<file path="src/rtl/iop_pkg.sv">
package iop_pkg;

    typedef enum logic [3:0] {
        ST_IDLE,
        ST_PTR_LO,
        ST_PTR_HI,
        ST_PTR_CHK,
        ST_MAP_LO,
        ST_MAP_HI,
        ST_MAP_CHK,
        ST_RSP_OK,
        ST_RSP_FLT
    } iop_state_e;

    // number of permission bits tested for a size code
    function automatic int unsigned size_bits(input logic [1:0] code);
        unique case (code)
            2'd0:    return 1;
            2'd1:    return 2;
            default: return 4;
        endcase
    endfunction

endpackage

</file>
<file path="src/rtl/iop_bit_window.sv">
module iop_bit_window #(
    parameter int WORD_W = 16,
    parameter int MAX_N  = 4
) (
    input  logic [WORD_W-1:0] word,
    input  logic [2:0]        shift,
    input  logic [1:0]        size_code,
    output logic              deny
);
    import iop_pkg::*;

    logic [WORD_W-1:0] shifted;
    logic [MAX_N-1:0]  mask;

    always_comb begin
        shifted = word >> shift;
        for (int i = 0; i < MAX_N; i++) begin
            mask[i] = (i < int'(size_bits(size_code)));
        end
        deny = |(shifted[MAX_N-1:0] & mask);
    end
endmodule

</file>
<file path="config.mk">
export PLATFORM = sky130hd
export DESIGN_NAME = iop_bit_window
export DESIGN_NICKNAME = d
export VERILOG_FILES = /design/src/rtl/iop_pkg.sv /design/src/rtl/iop_bit_window.sv
export SDC_FILE = /design/constraint.sdc
export NUM_CORES = 1
export LEC_CHECK = 0
export BUFFER_PORTS_ARGS = -buffer_cell sky130_fd_sc_hd__buf_4
export CAP_MARGIN = 20
export CORE_AREA = 2 2 39 41
export DETAILED_ROUTE_END_ITERATION = 7
export DIE_AREA = 0 0 41 43
export PLACE_DENSITY = 0.58
export SLEW_MARGIN = 25
export SYNTH_ARGS = -nofsm -noshare
export SYNTH_HDL_FRONTEND = slang
export SYNTH_SLANG_ARGS = --single-unit
</file>
<file path="constraint.sdc">
create_clock -name vclk -period 1.2
set_input_delay 0.06 -clock vclk [all_inputs]
set_output_delay 0.06 -clock vclk [all_outputs]
set_load 0.005 [all_outputs]
</file>
==> impl_metrics.env <==
export IMPL_crit_buf_inv=2
export IMPL_ios=22
export IMPL_multi_input_area_sq_um=247.7
export IMPL_crit_type="in2out"
export IMPL_post_route_period_util_pct=113.8
export IMPL_dieWidth_um=41
export IMPL_die_y_um=43
export IMPL_critPathCaptureType="output port"
export IMPL_nFillCells=148
export IMPL_pre_cts_slack_ns=-0.2444
export IMPL_seq_area_sq_um=0
export IMPL_cpLargestDelayFamily="simple AND/OR/NAND/NOR gates"
export IMPL_hold_depth=3
export IMPL_whs_ns=0.4104
export IMPL_via_per_inst=4.531
export IMPL_ys_warn_count=0
export IMPL_dieArea_sq_um=1763
export IMPL_design_seq_count=0
export IMPL_grt_usage_pct=7.393
export IMPL_final_hold_violation_count=0
export IMPL_relSlewSlack_pct=85.12
export IMPL_top_layer_used="met3"
export IMPL_hp_class="in2out"
export IMPL_worstHoldStart="shift[1]"
export IMPL_io_buffers=17
export IMPL_ys_seq_area_share_pct=0
export IMPL_power_uw=155.0
export IMPL_peakVddDrop_mv=0.1291
export IMPL_hold_end="deny"
export IMPL_crit_arrival_ns=1.31
export IMPL_fin_crit_ns=1.366
export IMPL_firstDrtPassIters=4
export IMPL_core_area_sq_um=1384
export IMPL_grt_max_degree=10
export IMPL_grt_ovfl_total=0
export IMPL_wl_met1_um=287
export IMPL_vias=290
export IMPL_clkbuf_count=0
export IMPL_grt_pass1_wl_um=966
export IMPL_drtIter0Drc=6
export IMPL_fin_nets=72
export IMPL_syn_nets=54
export IMPL_setup_slack_ns=-0.1656
export IMPL_setup_violations=1
export IMPL_n_antenna_cell=0
export IMPL_ys_types=25
export IMPL_p_leak_uw=0.0001922
export IMPL_finalNonFillerCells=64
export IMPL_maxSlewViolCount=0
export IMPL_wire_per_inst_um=9.250
export IMPL_rows=14
export IMPL_syn_cell_area_sq_um=251.5
export IMPL_routabilityCongestion=0.7251
export IMPL_critPathMaxFanout=3
export IMPL_cp_required_ns=1.14
export IMPL_final_core_util_pct=30.20
export IMPL_crit_chain="buf_6 -> or2_4 -> ha_4 -> nand2b_4 -> a2bb2oi_1 -> and3_1 -> a32oi_1 -> buf_4"
export IMPL_routed_wl_um=592
export IMPL_met2WireLength_um=247
export IMPL_wl_met3_um=57
export IMPL_rsz0062_at_grt="true"
export IMPL_drc_errors=0
export IMPL_first_global_vias=214
export IMPL_timing_fmax_ghz=0.7323
export IMPL_drtAntennaViolNets=0
export IMPL_power_density_nw_per_um2=370.8
export IMPL_area_growth_pct=66.17
export IMPL_post_cts_buffers=0
export IMPL_maxCapViolCount=0
export IMPL_synthCells=32
export IMPL_tightest_slew_ns=0.2189
export IMPL_violations="setup timing"
export IMPL_crit_slowest_cell="or2_4"
export IMPL_status="finished with violations"
export IMPL_antenna_found_initial=0
export IMPL_start_kind="primary input"
export IMPL_syn_avg_cell_area_sq_um=7.859
export IMPL_start_util_pct=18.17
export IMPL_max_stage_delay_ns=0.25
export IMPL_layout_drive_gt1_share_pct=52.08
export IMPL_dp_cells=64
[through the flow]
step	TNS, ns	instance area [sq um]
finish	-0.1656	417.9
global route	-0.2243	417.9
CTS	-0.1829	417.9
detailed placement	-0.2444	402.9
global placement	-0.2398	402.9
floorplan	0	266.5
[metal layers]
layer  vias up  GRT usage, %
met1       122         12.34
met5         -             0
met3         0             0
li1        153             -
met2        15         10.94
met4         0             0
[area by class of cell]
class,count,area share [%]
inverters,2,1.796
multi-input cells,28,59.28
well taps,16,4.790
repair buffers,18,34.13
[worst min-delay path: stages]
cell and delay [ns]:
buf_4 0.08, a32oi_1 0.08, buf_4 0.13
[Yosys cell counts]
| master | n | share of area [%] |
|---|---|---|
| nand2b_1 | 2 | 5.0 |
| o21ai_1 | 1 | 2.0 |
| and3_1 | 1 | 2.5 |
| a211oi_1 | 1 | 3.0 |
| or2_2 | 1 | 2.5 |
| o21ai_0 | 1 | 2.0 |
| mux2i_4 | 1 | 9.0 |
| buf_4 | 1 | 3.0 |
| or2b_1 | 1 | 3.0 |
| nand2_1 | 2 | 3.0 |
| a2bb2oi_1 | 1 | 3.5 |
| a32oi_1 | 1 | 3.5 |
| nand3_1 | 1 | 2.0 |
| buf_6 | 1 | 4.5 |
| o221ai_1 | 1 | 3.5 |
| mux2i_2 | 1 | 5.5 |
| nor3_1 | 1 | 2.0 |
| inv_1 | 2 | 3.0 |
| nor2_1 | 3 | 4.5 |
| mux2i_1 | 3 | 12 |
| ha_1 | 1 | 5.0 |
| o22ai_1 | 1 | 2.5 |
| o31ai_1 | 1 | 3.0 |
| a211oi_2 | 1 | 5.0 |
| mux2_4 | 1 | 6.0 |
[where the power goes]
part / total, uW / internal [uW] / leakage [uW] / switching, uW
Combinational: 155 / 94.6 / 0.000192 / 60.4
Clock: 0 / 0 / 0 / 0
Sequential: 0 / 0 / 0 / 0
[logic make-up (layout without fill, tap and decap cells)]
| logic type | Yosys count | in the layout | share of synthesized area, % |
|---|---|---|---|
| and+or+nand+nor | 12 | 12 | 24.38 |
| AOI/OAI and AO/OA | 9 | 9 | 27.86 |
| muxes | 6 | 6 | 32.34 |
| buffers and inverters | 4 | 20 | 10.45 |
| adders and majority gates | 1 | 1 | 4.974 |
[how the worst max path moves through the flow]
| stage | startpoint | slack, ns | depth (start not counted) | endpoint |
|---|---|---|---|---|
| finish | size_code[0] | -0.17 | 8 | deny |
| global route | size_code[0] | -0.22 | 8 | deny |
| CTS | size_code[0] | -0.18 | 8 | deny |
| detailed placement | size_code[1] | -0.24 | 8 | deny |
| global placement | size_code[1] | -0.24 | 8 | deny |
| floorplan | size_code[1] | 0.01 | 6 | deny |
[cell usage in the layout, fill, tap and decap left out, types with 2 or more instances in the layout]
cell      n
nand2_1   2
buf_6     2
nor2_1    3
inv_1     2
buf_4    16
mux2i_1   3
[repair_timing]
action / CTS / global route
endpoints found under the setup margin: 1 / 1
resized for setup: 3 / 0
hold buffers: 0 / 0
pin swaps: 5 / 2
Power figures use the tool's default switching activity.
